**src/rtl/seq_pkg.sv**
```systemverilog
package seq_pkg;
  localparam int BYTE_W = 8;

  typedef enum logic [1:0] {
    OP_START = 2'd0,
    OP_STOP  = 2'd1,
    OP_WRITE = 2'd2,
    OP_READ  = 2'd3
  } op_e;

  typedef enum logic [2:0] {
    ST_IDLE,
    ST_START,
    ST_ADDR,
    ST_DATA,
    ST_STOP
  } st_e;

  function automatic logic [BYTE_W-1:0] addr_byte(input logic [6:0] a, input logic rd);
    return {a, rd};
  endfunction
endpackage

```
**src/rtl/seq_desc_table.sv**
```systemverilog
module seq_desc_table #(
  parameter int NPAY   = 4,
  parameter int LEN_W  = 4,
  parameter int BUF_AW = 4,
  localparam int IDX_W = (NPAY > 1) ? $clog2(NPAY) : 1
) (
  input  logic              clk,
  input  logic              rst,
  input  logic              wr_en,
  input  logic [IDX_W-1:0]  wr_idx,
  input  logic [6:0]        wr_addr,
  input  logic              wr_rd,
  input  logic [LEN_W-1:0]  wr_len,
  input  logic [BUF_AW-1:0] wr_ptr,
  input  logic [IDX_W-1:0]  rd_idx,
  output logic [6:0]        rd_addr,
  output logic              rd_rd,
  output logic [LEN_W-1:0]  rd_len,
  output logic [BUF_AW-1:0] rd_ptr
);
  logic [6:0]        t_addr [NPAY];
  logic              t_rd   [NPAY];
  logic [LEN_W-1:0]  t_len  [NPAY];
  logic [BUF_AW-1:0] t_ptr  [NPAY];

  for (genvar g = 0; g < NPAY; g++) begin : g_slot
    always_ff @(posedge clk) begin
      if (rst) begin
        t_addr[g] <= '0;
        t_rd[g]   <= 1'b0;
        t_len[g]  <= '0;
        t_ptr[g]  <= '0;
      end else if (wr_en && (wr_idx == IDX_W'(g))) begin
        t_addr[g] <= wr_addr;
        t_rd[g]   <= wr_rd;
        t_len[g]  <= wr_len;
        t_ptr[g]  <= wr_ptr;
      end
    end
  end

  always_comb begin
    rd_addr = t_addr[rd_idx];
    rd_rd   = t_rd[rd_idx];
    rd_len  = t_len[rd_idx];
    rd_ptr  = t_ptr[rd_idx];
  end
endmodule

```
**src/rtl/seq_data_buf.sv**
```systemverilog
module seq_data_buf #(
  parameter int DEPTH = 16,
  localparam int AW   = $clog2(DEPTH),
  localparam int DW   = seq_pkg::BYTE_W
) (
  input  logic          clk,
  input  logic          busy,
  input  logic          h_we,
  input  logic [AW-1:0] h_addr,
  input  logic [DW-1:0] h_wdata,
  output logic [DW-1:0] h_rdata,
  input  logic          s_we,
  input  logic [AW-1:0] s_waddr,
  input  logic [DW-1:0] s_wdata,
  input  logic [AW-1:0] s_raddr,
  output logic [DW-1:0] s_rdata
);
  logic [DW-1:0] mem [DEPTH];
  logic          w_en;
  logic [AW-1:0] w_addr;
  logic [DW-1:0] w_data;

  always_comb begin
    w_en   = s_we || (h_we && !busy);
    w_addr = s_we ? s_waddr : h_addr;
    w_data = s_we ? s_wdata : h_wdata;
  end

  always_ff @(posedge clk) begin
    if (w_en) mem[w_addr] <= w_data;
  end

  always_ff @(posedge clk) begin
    h_rdata <= mem[h_addr];
    s_rdata <= mem[s_raddr];
  end
endmodule

```
**src/rtl/seq_ctrl.sv**
```systemverilog
module seq_ctrl
  import seq_pkg::*;
#(
  parameter int NPAY   = 4,
  parameter int LEN_W  = 4,
  parameter int BUF_AW = 4,
  localparam int IDX_W = (NPAY > 1) ? $clog2(NPAY) : 1,
  localparam int CNT_W = $clog2(NPAY + 1)
) (
  input  logic              clk,
  input  logic              rst,
  input  logic              cmd_go,
  input  logic [CNT_W-1:0]  cmd_count,
  output logic              cmd_done,
  output logic              cmd_ok,
  output logic [IDX_W-1:0]  d_idx,
  input  logic [6:0]        d_addr,
  input  logic              d_rd,
  input  logic [LEN_W-1:0]  d_len,
  input  logic [BUF_AW-1:0] d_ptr,
  output logic              busy,
  output logic [BUF_AW-1:0] m_raddr,
  input  logic [BYTE_W-1:0] m_rdata,
  output logic              m_we,
  output logic [BUF_AW-1:0] m_waddr,
  output logic [BYTE_W-1:0] m_wdata,
  output logic              eng_req,
  output logic [1:0]        eng_op,
  output logic [BYTE_W-1:0] eng_wdata,
  output logic              eng_nack,
  input  logic              eng_done,
  input  logic              eng_ok,
  input  logic [BYTE_W-1:0] eng_rdata
);
  st_e               state;
  logic              waiting;
  logic              fetched;
  logic              failed;
  logic [IDX_W-1:0]  idx;
  logic [CNT_W-1:0]  count_q;
  logic [6:0]        cur_addr;
  logic              cur_rd;
  logic [LEN_W-1:0]  cur_len;
  logic [BUF_AW-1:0] cur_ptr;
  logic [LEN_W-1:0]  bcnt;
  logic              last_byte;
  logic              last_pay;

  always_comb begin
    d_idx     = idx;
    busy      = (state != ST_IDLE);
    m_raddr   = cur_ptr + BUF_AW'(bcnt);
    last_byte = (bcnt == cur_len - LEN_W'(1));
    last_pay  = (CNT_W'(idx) == count_q - CNT_W'(1));
  end

  always_ff @(posedge clk) begin
    if (rst) begin
      state     <= ST_IDLE;
      waiting   <= 1'b0;
      fetched   <= 1'b0;
      failed    <= 1'b0;
      idx       <= '0;
      count_q   <= '0;
      cur_addr  <= '0;
      cur_rd    <= 1'b0;
      cur_len   <= '0;
      cur_ptr   <= '0;
      bcnt      <= '0;
      cmd_done  <= 1'b0;
      cmd_ok    <= 1'b0;
      m_we      <= 1'b0;
      m_waddr   <= '0;
      m_wdata   <= '0;
      eng_req   <= 1'b0;
      eng_op    <= OP_START;
      eng_wdata <= '0;
      eng_nack  <= 1'b0;
    end else begin
      eng_req  <= 1'b0;
      cmd_done <= 1'b0;
      m_we     <= 1'b0;
      unique case (state)
        ST_IDLE: begin
          if (cmd_go) begin
            count_q <= cmd_count;
            idx     <= '0;
            failed  <= 1'b0;
            waiting <= 1'b0;
            if (cmd_count == '0) begin
              cmd_done <= 1'b1;
              cmd_ok   <= 1'b1;
            end else begin
              state <= ST_START;
            end
          end
        end

        ST_START: begin
          if (!waiting) begin
            eng_req  <= 1'b1;
            eng_op   <= OP_START;
            eng_nack <= 1'b0;
            waiting  <= 1'b1;
            cur_addr <= d_addr;
            cur_rd   <= d_rd;
            cur_len  <= d_len;
            cur_ptr  <= d_ptr;
            bcnt     <= '0;
            fetched  <= 1'b0;
          end else if (eng_done) begin
            waiting <= 1'b0;
            if (eng_ok) begin
              state <= ST_ADDR;
            end else begin
              failed <= 1'b1;
              state  <= ST_STOP;
            end
          end
        end

        ST_ADDR: begin
          if (!waiting) begin
            eng_req   <= 1'b1;
            eng_op    <= OP_WRITE;
            eng_wdata <= addr_byte(cur_addr, cur_rd);
            eng_nack  <= 1'b0;
            waiting   <= 1'b1;
          end else if (eng_done) begin
            waiting <= 1'b0;
            if (!eng_ok) begin
              failed <= 1'b1;
              state  <= ST_STOP;
            end else if (cur_len != '0) begin
              state <= ST_DATA;
            end else if (last_pay) begin
              state <= ST_STOP;
            end else begin
              idx   <= idx + IDX_W'(1);
              state <= ST_START;
            end
          end
        end

        ST_DATA: begin
          if (!waiting) begin
            if (cur_rd) begin
              eng_req  <= 1'b1;
              eng_op   <= OP_READ;
              eng_nack <= last_byte;
              waiting  <= 1'b1;
            end else if (!fetched) begin
              fetched <= 1'b1;
            end else begin
              eng_req   <= 1'b1;
              eng_op    <= OP_WRITE;
              eng_wdata <= m_rdata;
              eng_nack  <= 1'b0;
              waiting   <= 1'b1;
              fetched   <= 1'b0;
            end
          end else if (eng_done) begin
            waiting <= 1'b0;
            if (cur_rd) begin
              m_we    <= 1'b1;
              m_waddr <= m_raddr;
              m_wdata <= eng_rdata;
            end
            if (!eng_ok) begin
              failed <= 1'b1;
              state  <= ST_STOP;
            end else if (!last_byte) begin
              bcnt <= bcnt + LEN_W'(1);
            end else if (last_pay) begin
              state <= ST_STOP;
            end else begin
              idx   <= idx + IDX_W'(1);
              state <= ST_START;
            end
          end
        end

        ST_STOP: begin
          if (!waiting) begin
            eng_req  <= 1'b1;
            eng_op   <= OP_STOP;
            eng_nack <= 1'b0;
            waiting  <= 1'b1;
          end else if (eng_done) begin
            waiting  <= 1'b0;
            cmd_done <= 1'b1;
            cmd_ok   <= !failed && eng_ok;
            state    <= ST_IDLE;
          end
        end

        default: state <= ST_IDLE;
      endcase
    end
  end
endmodule

```
**src/rtl/i2c_cmd_sequencer.sv**
```systemverilog
module i2c_cmd_sequencer #(
  parameter int NPAY      = 4,
  parameter int LEN_W     = 4,
  parameter int BUF_DEPTH = 16,
  localparam int IDX_W    = (NPAY > 1) ? $clog2(NPAY) : 1,
  localparam int CNT_W    = $clog2(NPAY + 1),
  localparam int BUF_AW   = $clog2(BUF_DEPTH)
) (
  input  logic              clk,
  input  logic              rst,
  input  logic              desc_we,
  input  logic [IDX_W-1:0]  desc_idx,
  input  logic [6:0]        desc_addr,
  input  logic              desc_rd,
  input  logic [LEN_W-1:0]  desc_len,
  input  logic [BUF_AW-1:0] desc_ptr,
  input  logic              buf_we,
  input  logic [BUF_AW-1:0] buf_addr,
  input  logic [7:0]        buf_wdata,
  output logic [7:0]        buf_rdata,
  input  logic              cmd_go,
  input  logic [CNT_W-1:0]  cmd_count,
  output logic              cmd_done,
  output logic              cmd_ok,
  output logic              eng_req,
  output logic [1:0]        eng_op,
  output logic [7:0]        eng_wdata,
  output logic              eng_nack,
  input  logic              eng_done,
  input  logic              eng_ok,
  input  logic [7:0]        eng_rdata
);
  logic [IDX_W-1:0]  d_idx;
  logic [6:0]        d_addr;
  logic              d_rd;
  logic [LEN_W-1:0]  d_len;
  logic [BUF_AW-1:0] d_ptr;
  logic              busy;
  logic [BUF_AW-1:0] m_raddr;
  logic [7:0]        m_rdata;
  logic              m_we;
  logic [BUF_AW-1:0] m_waddr;
  logic [7:0]        m_wdata;

  seq_desc_table #(.NPAY(NPAY), .LEN_W(LEN_W), .BUF_AW(BUF_AW)) i_desc (
    .clk(clk), .rst(rst),
    .wr_en(desc_we), .wr_idx(desc_idx), .wr_addr(desc_addr), .wr_rd(desc_rd),
    .wr_len(desc_len), .wr_ptr(desc_ptr),
    .rd_idx(d_idx), .rd_addr(d_addr), .rd_rd(d_rd), .rd_len(d_len), .rd_ptr(d_ptr)
  );

  seq_data_buf #(.DEPTH(BUF_DEPTH)) i_buf (
    .clk(clk), .busy(busy),
    .h_we(buf_we), .h_addr(buf_addr), .h_wdata(buf_wdata), .h_rdata(buf_rdata),
    .s_we(m_we), .s_waddr(m_waddr), .s_wdata(m_wdata),
    .s_raddr(m_raddr), .s_rdata(m_rdata)
  );

  seq_ctrl #(.NPAY(NPAY), .LEN_W(LEN_W), .BUF_AW(BUF_AW)) i_ctrl (
    .clk(clk), .rst(rst),
    .cmd_go(cmd_go), .cmd_count(cmd_count), .cmd_done(cmd_done), .cmd_ok(cmd_ok),
    .d_idx(d_idx), .d_addr(d_addr), .d_rd(d_rd), .d_len(d_len), .d_ptr(d_ptr),
    .busy(busy),
    .m_raddr(m_raddr), .m_rdata(m_rdata), .m_we(m_we), .m_waddr(m_waddr), .m_wdata(m_wdata),
    .eng_req(eng_req), .eng_op(eng_op), .eng_wdata(eng_wdata), .eng_nack(eng_nack),
    .eng_done(eng_done), .eng_ok(eng_ok), .eng_rdata(eng_rdata)
  );
endmodule

```
**config.mk**
```make
export PLATFORM = sky130hd
export DESIGN_NAME = i2c_cmd_sequencer
export DESIGN_NICKNAME = d
export VERILOG_FILES = /design/src/rtl/seq_pkg.sv /design/src/rtl/seq_desc_table.sv /design/src/rtl/seq_data_buf.sv /design/src/rtl/seq_ctrl.sv /design/src/rtl/i2c_cmd_sequencer.sv
export SDC_FILE = /design/constraint.sdc
export NUM_CORES = 1
export LEC_CHECK = 0
export BUFFER_PORTS_ARGS = -buffer_cell sky130_fd_sc_hd__buf_4
export CAP_MARGIN = 20
export CORE_MARGIN = 5
export CORE_UTILIZATION = 54
export CTS_CLUSTER_SIZE = 8
export DETAILED_ROUTE_END_ITERATION = 16
export GPL_TIMING_DRIVEN = 1
export PLACE_DENSITY = 0.78
export SLEW_MARGIN = 20
export SYNTH_ARGS = -nofsm -noshare
export SYNTH_HDL_FRONTEND = slang
export SYNTH_SLANG_ARGS = --single-unit
```
**constraint.sdc**
```tcl
create_clock -name clk -period 2.84 [get_ports clk]
set_input_delay 0.426 -clock clk [delete_from_list [all_inputs] [get_ports clk]]
set_output_delay 0.426 -clock clk [all_outputs]
set_load 0.1 [all_outputs]
```
==> run_results.csv, run 1 <==
group,metric,value,unit
outcome,outcome,"finished clean",
cells_and_area,diodes,0,
logic_synthesis,ys_seq_elements,266,
timing,slew_violations,0,
clock_tree,postCtsHoldBufs,0,
drt,dr.pass1.iters,7,
place,io_buffers,69,
floorplan,rows,54,
pwr,p_switching,2.523,mW
timing,post-route-period-util,83.81,%
setup_path,end_kind,"flip-flop",
setup_path,arrival,2.79,ns
pwr,powerDensity,711.5,mW/mm^2
place,place_congestion,0.8627,
pwr,combPwrFrac,13.2,%
logic_synthesis,synth_cells,832,
cells_and_area,stdcell_count,1243,
clock_tree,postCtsSetupBuffers,0,
global_routing,grt.total_usage,22.04,%
timing,setup_viol,0,
floorplan,start_util,54.80,%
setup_path,crit_path_start_kind,"flip-flop",
clock_tree,cts_resized,0,
setup_path,cp.required,3.25,ns
logic_synthesis,synth_fp_nets,887,
drt,avgRoutedWirePerCell,22.50,um
global_routing,antenna_found_initial,0,
timing,tightest_slew,0.6570,ns
place,dp_slack,0.4974,ns
setup_path,cp_cell_sequence,"ha_2, fa_1, buf_12, mux4_2, nor2b_1, a211oi_1, a21oi_1",
logic_synthesis,synth_cell_types,58,
logic_synthesis,synth_top_cell_area_share,48.21,%
clock_tree,worstSkewPairLatency,0.53,ns
clock_tree,cts_sinks,266,
clock_tree,cts_tree,"yes",
setup_path,crit_cells,7,
pwr,total_power,10.07,mW
global_routing,grt_pass1_wl,44010,um
pwr,intPower,7.546,mW
pwr,peakVddDrop,420.9,uV
timing,fmax,420.1,MHz
place,hpwl,17760,um
clock_tree,cts_root_buf,"clkbuf_16",
cells_and_area,nets,991,
pwr,p_leak,4.812,nW
timing,rsz0062_at_grt,"false",
logic_synthesis,async_flop_share,0,%
job,drv_cap,0,
setup_path,worst-r2r-cell-count,7,
worst_hold_path,hold_depth,3,
drt,route.detailed.drc,0,
logic_synthesis,synth_edf_count,192,
setup_path,path_class,"flip-flop to flip-flop",
logic_synthesis,yosys_warnings,0,
setup_path,critPathMaxFanout,33,
cells_and_area,area_growth,18.32,%
cells_and_area,final_layout_size_suffix_gt1_share,28.35,%
timing,min_period,2.380,ns
timing,setup_tns,0,ns
pwr,p_sw_share,25.05,%
pwr,seqPwrFrac,44.4,%
pwr,clkPwrFrac,42.4,%
drt,ant_nets,0,
drt,num_vias,7533,
drt,drt_wl_total,27970,um
clock_tree,cts_buffer_depth,3,
place,dp.cells,1175,
clock_tree,clkTransAtPathRegs,0.05,ns
logic_synthesis,yosysTopAreaCell,"edfxtp_1",
logic_synthesis,synth_area_leaders,"edfxtp_1, mux4_2, dfxtp_1, and2_1, nand2_1",
drt,drtIter0Drc,667,
setup_path,critPathMaxStageDelay,0.58,ns
logic_synthesis,synth-seq-area-share,60.59,%
clock_tree,ctsHtreeMaxLevel,2,
global_routing,grt_pass1_vias,7808,
clock_tree,cts_made_buffers,39,
logic_synthesis,syn-cell-area,0.01196,mm^2
timing,fin_worst_skew,0.01566,ns
global_routing,grt_max_degree,55,
global_routing,overflow,0,
setup_path,crit_family,"adder cells",
timing,relSlewSlack,55.86,%
floorplan,die_area,0.02523,mm^2
cells_and_area,final_common_cell,"edfxtp_1",
timing,fin_ws,0.4598,ns
floorplan,coreArea,0.02182,mm^2
floorplan,top_level_ports,70,
worst_hold_path,hp-class,"input port to flip-flop",
logic_synthesis,synthFlopType,"edfxtp_1",
timing,hold_viol,0,
floorplan,fp.dieH,158.8,um
logic_synthesis,avgSynthCellArea,14.38,um^2
setup_path,crit_buf_inv,1,
cells_and_area,final_cell_mix,"edfxtp_1, buf_4, nand2_1, mux4_2, dfxtp_1",
drt,vias_per_cell,6.060,
floorplan,die_x,158.8,um
setup_path,slowest_stage,"fa_1",
-- synth_stat cells, drive strengths merged, types with 12 or more instances --
| master | number |
|---|---|
| a21oi | 49 |
| inv | 12 |
| dfxtp | 74 |
| clkbuf | 34 |
| and2 | 66 |
| mux4 | 88 |
| nand2 | 96 |
| a211oi | 14 |
| o21ai | 12 |
| nor2 | 38 |
| edfxtp | 192 |
| nand3 | 16 |
| buf | 19 |
-- layout make-up --
| class | instances | area [um^2] |
|---|---|---|
| multi-input cells | 501 | 4447 |
| fillers | 1556 | 7672 |
| clock buffers | 65 | 1095 |
| flip-flops and latches | 266 | 7247 |
| repair buffers | 116 | 908.4 |
| well taps | 280 | 350.3 |
| inverters | 12 | 45.04 |
| clock inverters | 3 | 58.81 |
-- power by group through the flow --
stage	combinational, mW	sequential, mW	clock, mW
finish	1.33	4.47	4.27
global route	1.42	4.48	4.54
CTS	1.34	4.47	4.34
detailed placement	1.32	4.54	0
global placement	1.30	4.53	0
floorplan	0.809	4.65	0
-- flip-flops by register name, indices dropped and copies added (netlist names), 3 cells and up --
register / count
i_buf.h_rdata: 8
i_buf.mem: 128
i_buf.s_rdata: 8
i_ctrl.bcnt: 4
i_ctrl.count_q: 3
i_ctrl.cur_addr: 7
i_ctrl.cur_len: 4
i_ctrl.cur_ptr: 4
i_ctrl.eng_wdata: 8
i_ctrl.m_waddr: 4
i_ctrl.m_wdata: 8
i_ctrl.state: 3
i_desc.t_addr: 28
i_desc.t_len: 16
i_desc.t_ptr: 16
i_desc.t_rd: 4
-- worst register-to-register path, delay by kind of cell (launching register included) --
family / cells / cell delay [ns]
fa+ha+maj: 2 / 0.81
flops: 1 / 0.37
mux: 1 / 0.37
compound gates: 2 / 0.33
buf+inv: 1 / 0.24
simple gates: 1 / 0.14
-- metal layers --
metal	vias up	part of all wire (%)	wire (um)	track usage, %
li1	3396	-	-	-
met1	3782	40	11160	29.38
met2	296	49	13740	35.73
met3	59	7.9	2196	5.236
met4	0	3.1	871	7.978
met5	-	0	0	0
-- through the flow --
step                      util (%)  instance area, um^2  hold slack, ns
after global routing         64.84                14150          0.1515
final                        64.84                14150          0.1591
after global placement       59.56                13000          0.4389
after floorplan                  -                11960          0.4329
after detailed placement     59.56                13000          0.4470
after CTS                    64.84                14150          0.1460
-- final timing paths --
| kind | start | endpoint | slack [ns] |
|---|---|---|---|
| worst max register to register | i_ctrl.bcnt[0]$_SDFFE_PP0P_ | i_buf.s_rdata[5]$_DFF_P_ | 0.46 |
| worst min-delay path | eng_rdata[6] | i_ctrl.m_wdata[6]$_SDFFE_PP0P_ | 0.16 |
| worst max-delay path | i_ctrl.bcnt[0]$_SDFFE_PP0P_ | i_buf.s_rdata[5]$_DFF_P_ | 0.46 |
| worst min register to register | i_ctrl.eng_nack$_SDFFE_PP0P_ | i_ctrl.eng_nack$_SDFFE_PP0P_ | 0.45 |
-- kinds of logic (layout without fill, tap and decap cells) --
group / Yosys count / in the layout / synth area share (%)
adder cells (fa/ha/maj): 7 / 7 / 0.7951
buffers and inverters: 65 / 196 / 2.312
AO/OA/AOI/OAI: 111 / 111 / 5.858
XOR/XNOR: 13 / 13 / 1.203
AND/OR/NAND/NOR: 264 / 264 / 11.07
flip-flops: 266 / 266 / 60.59
multiplexers: 106 / 106 / 18.17
No activity file was read; power rests on OpenSTA's default activity.
==> inputs of run 2 (changes only) <==
clock period = 2.1 ns   (was 2.84 ns; I/O delays follow)
==> run 2 against run 1 <==
The flow now finishes with violations (setup timing). Clock power rose by 35%. Core utilization increased by 2.1 points. Global-route usage is 0.62 points higher. Count of clock-buffer cells in the layout grew 4. Maximum frequency is 7.1% higher. Die area is the same. Clock skew grew 0.0065 ns. Non-clock buffer count rose by 26. Cell count is 2.4% higher.
==> run_results.csv, run 2 (synthesized netlist as in run 1, its figures left out) <==
group,metric,value,unit
outcome,outcome,"finished, violations left",
outcome,violations,"setup timing",
setup_path,timing.rr.start,"i_ctrl.bcnt[0]$_SDFFE_PP0P_",
setup_path,crit_buf_inv,3,
cells_and_area,area_growth,22.20,%
clock_tree,ctsHtreeMaxLevel,2,
pwr,peakVddDrop,724.8,uV
clock_tree,cts_buffer_depth,3,
global_routing,grt_pass1_wl,45490,um
timing,fmax,450.1,MHz
clock_tree,clkTransAtPathRegs,0.05,ns
setup_path,slowest_stage,"fa_2",
clock_tree,worstSkewPairLatency,0.52,ns
setup_path,cp.required,2.50,ns
place,dp.cells,1196,
setup_path,crit_cells,8,
timing,tightest_slew,0.6028,ns
cells_and_area,largest_register,"i_buf.mem",
floorplan,rows,54,
cells_and_area,largestRegisters,"i_buf.mem x128, i_desc.t_addr x28",
drt,num_vias,7820,
clock_tree,cts_made_buffers,39,
pwr,powerDensity,950.6,mW/mm^2
global_routing,grt_pass1_vias,8067,
setup_path,arrival,2.63,ns
setup_path,cp_cell_sequence,"ha_4, fa_2, buf_12, buf_6, buf_6, mux4_2, mux2i_4, a21oi_2",
drt,ant_nets,0,
floorplan,coreArea,0.02182,mm^2
timing,fin_ws,-0.1220,ns
place,place_area,0.01320,mm^2
place,hpwl,18950,um
floorplan,fp.dieH,158.8,um
place,place_congestion,0.8866,
cells_and_area,diodes,0,
floorplan,die_x,158.8,um
clock_tree,cts_root_buf,"clkbuf_16",
timing,hold_viol,0,
cells_and_area,fin_area,0.01462,mm^2
timing,post-route-period-util,105.8,%
timing,relSlewSlack,59.77,%
drt,vias_per_cell,6.143,
worst_hold_path,holdCritStartpoint,"eng_rdata[4]",
setup_path,crit_start,"i_ctrl.bcnt[0]$_SDFFE_PP0P_",
cells_and_area,final_common_cell,"edfxtp_1",
worst_hold_path,hold_depth,3,
cells_and_area,final_cell_mix,"edfxtp_1, buf_4, nand2_1, mux4_2, dfxtp_1",
setup_path,critPathMaxStageDelay,0.64,ns
clock_tree,postCtsHoldBufs,0,
worst_hold_path,hp-class,"input port to flip-flop",
cells_and_area,final_layout_size_suffix_gt1_share,33.94,%
setup_path,crit_top_cell,"buf_6",
job,drv_cap,0,
setup_path,end_kind,"flip-flop",
floorplan,die_area,0.02523,mm^2
global_routing,grt.total_usage,22.67,%
drt,dr.pass1.iters,5,
cells_and_area,largest_reg_flops,128,
global_routing,overflow,0,
drt,route.detailed.drc,0,
timing,min_period,2.222,ns
global_routing,antenna_found_initial,1,
timing,slew_violations,0,
clock_tree,cts_tree,"yes",
global_routing,grt_max_degree,40,
drt,drt_wl_total,28850,um
setup_path,path_class,"flip-flop to flip-flop",
cells_and_area,nets,1017,
setup_path,worst-r2r-cell-count,8,
drt,drtIter0Drc,866,
place,io_buffers,69,
timing,fin_worst_skew,0.02221,ns
setup_path,critPathMaxFanout,7,
cells_and_area,stdcell_count,1273,
cells_and_area,finish.utilization,66.97,%
timing,holdWs,0.05083,ns
timing,rsz0062_at_grt,"true",
timing,setup_viol,8,
floorplan,start_util,54.80,%
drt,avgRoutedWirePerCell,22.66,um
setup_path,crit_path_start_kind,"flip-flop",
floorplan,top_level_ports,70,
clock_tree,cts_sinks,266,
pwr,p_leak,4.992,nW
setup_path,crit_family,"adder cells",
==> run 2: changes by cell type in the layout (fill, tap and decap cells not counted), sizes merged <==
| cell | delta |
|---|---|
| clkbuf | +4 |
| buf | +26 |
==> run 2: power breakdown <==
part / internal (mW) / switching (mW)
clock network: 3.56 / 2.20
registers: 5.90 / 0.151
logic: 0.910 / 1.17
==> run 2: final cells by class <==
class	instances	area, um^2
Fill cell	1461	7208
Timing Repair Buffer	142	1184
Inverter	12	45.04
Tap cell	280	350.3
Sequential cell	266	7252
Clock buffer	69	1110
Multi-Input combinational cell	501	4644
Clock inverter	3	30.03
==> run 2: worst register-to-register path, delay by kind of cell (launching register included) <==
kind | cells | cell delay (ns)
flip-flops | 1 | 0.33
AO/OA/AOI/OAI | 1 | 0.08
adder cells (fa/ha/maj) | 2 | 0.80
buffers and inverters | 3 | 0.38
multiplexers | 2 | 0.53
==> run 2: final timing paths <==
path | end | slack, ns
hold / removal | i_ctrl.m_wdata[4]$_SDFFE_PP0P_ | 0.05
setup / recovery | i_buf.s_rdata[7]$_DFF_P_ | -0.12
hold reg to reg | i_ctrl.eng_op[0]$_SDFFE_PP0P_ | 0.45
setup reg to reg | i_buf.s_rdata[7]$_DFF_P_ | -0.12
==> run 2: timing repair <==
item                                    4_1_cts  5_1_grt
setup buffers                                 4        2
gates resized for setup                      24       27
pin swaps                                     3       17
gates cloned                                  1        0
endpoints found under the setup margin       22       44
==> run 2: per-stage QoR <==
stage | setup TNS [ns] | power [mW] | setup WS (ns)
floorplan | -0.09096 | 7.413 | -0.002534
global placement | -0.4661 | 7.983 | -0.1141
detailed placement | -1.875 | 8.034 | -0.2261
CTS | -0.5522 | 13.88 | -0.1008
global route | -1.012 | 14.35 | -0.1587
finish | -0.7405 | 13.89 | -0.1220
==> run 2: metal layers <==
layer  up-vias  track usage [%]  part of all wire [%]
met4         2            7.978                   3.3
met5         -                0                 0.024
li1       3468                -                     -
met1      3850            31.37                    40
met2       430            35.99                    48
met3        70            4.795                   8.9
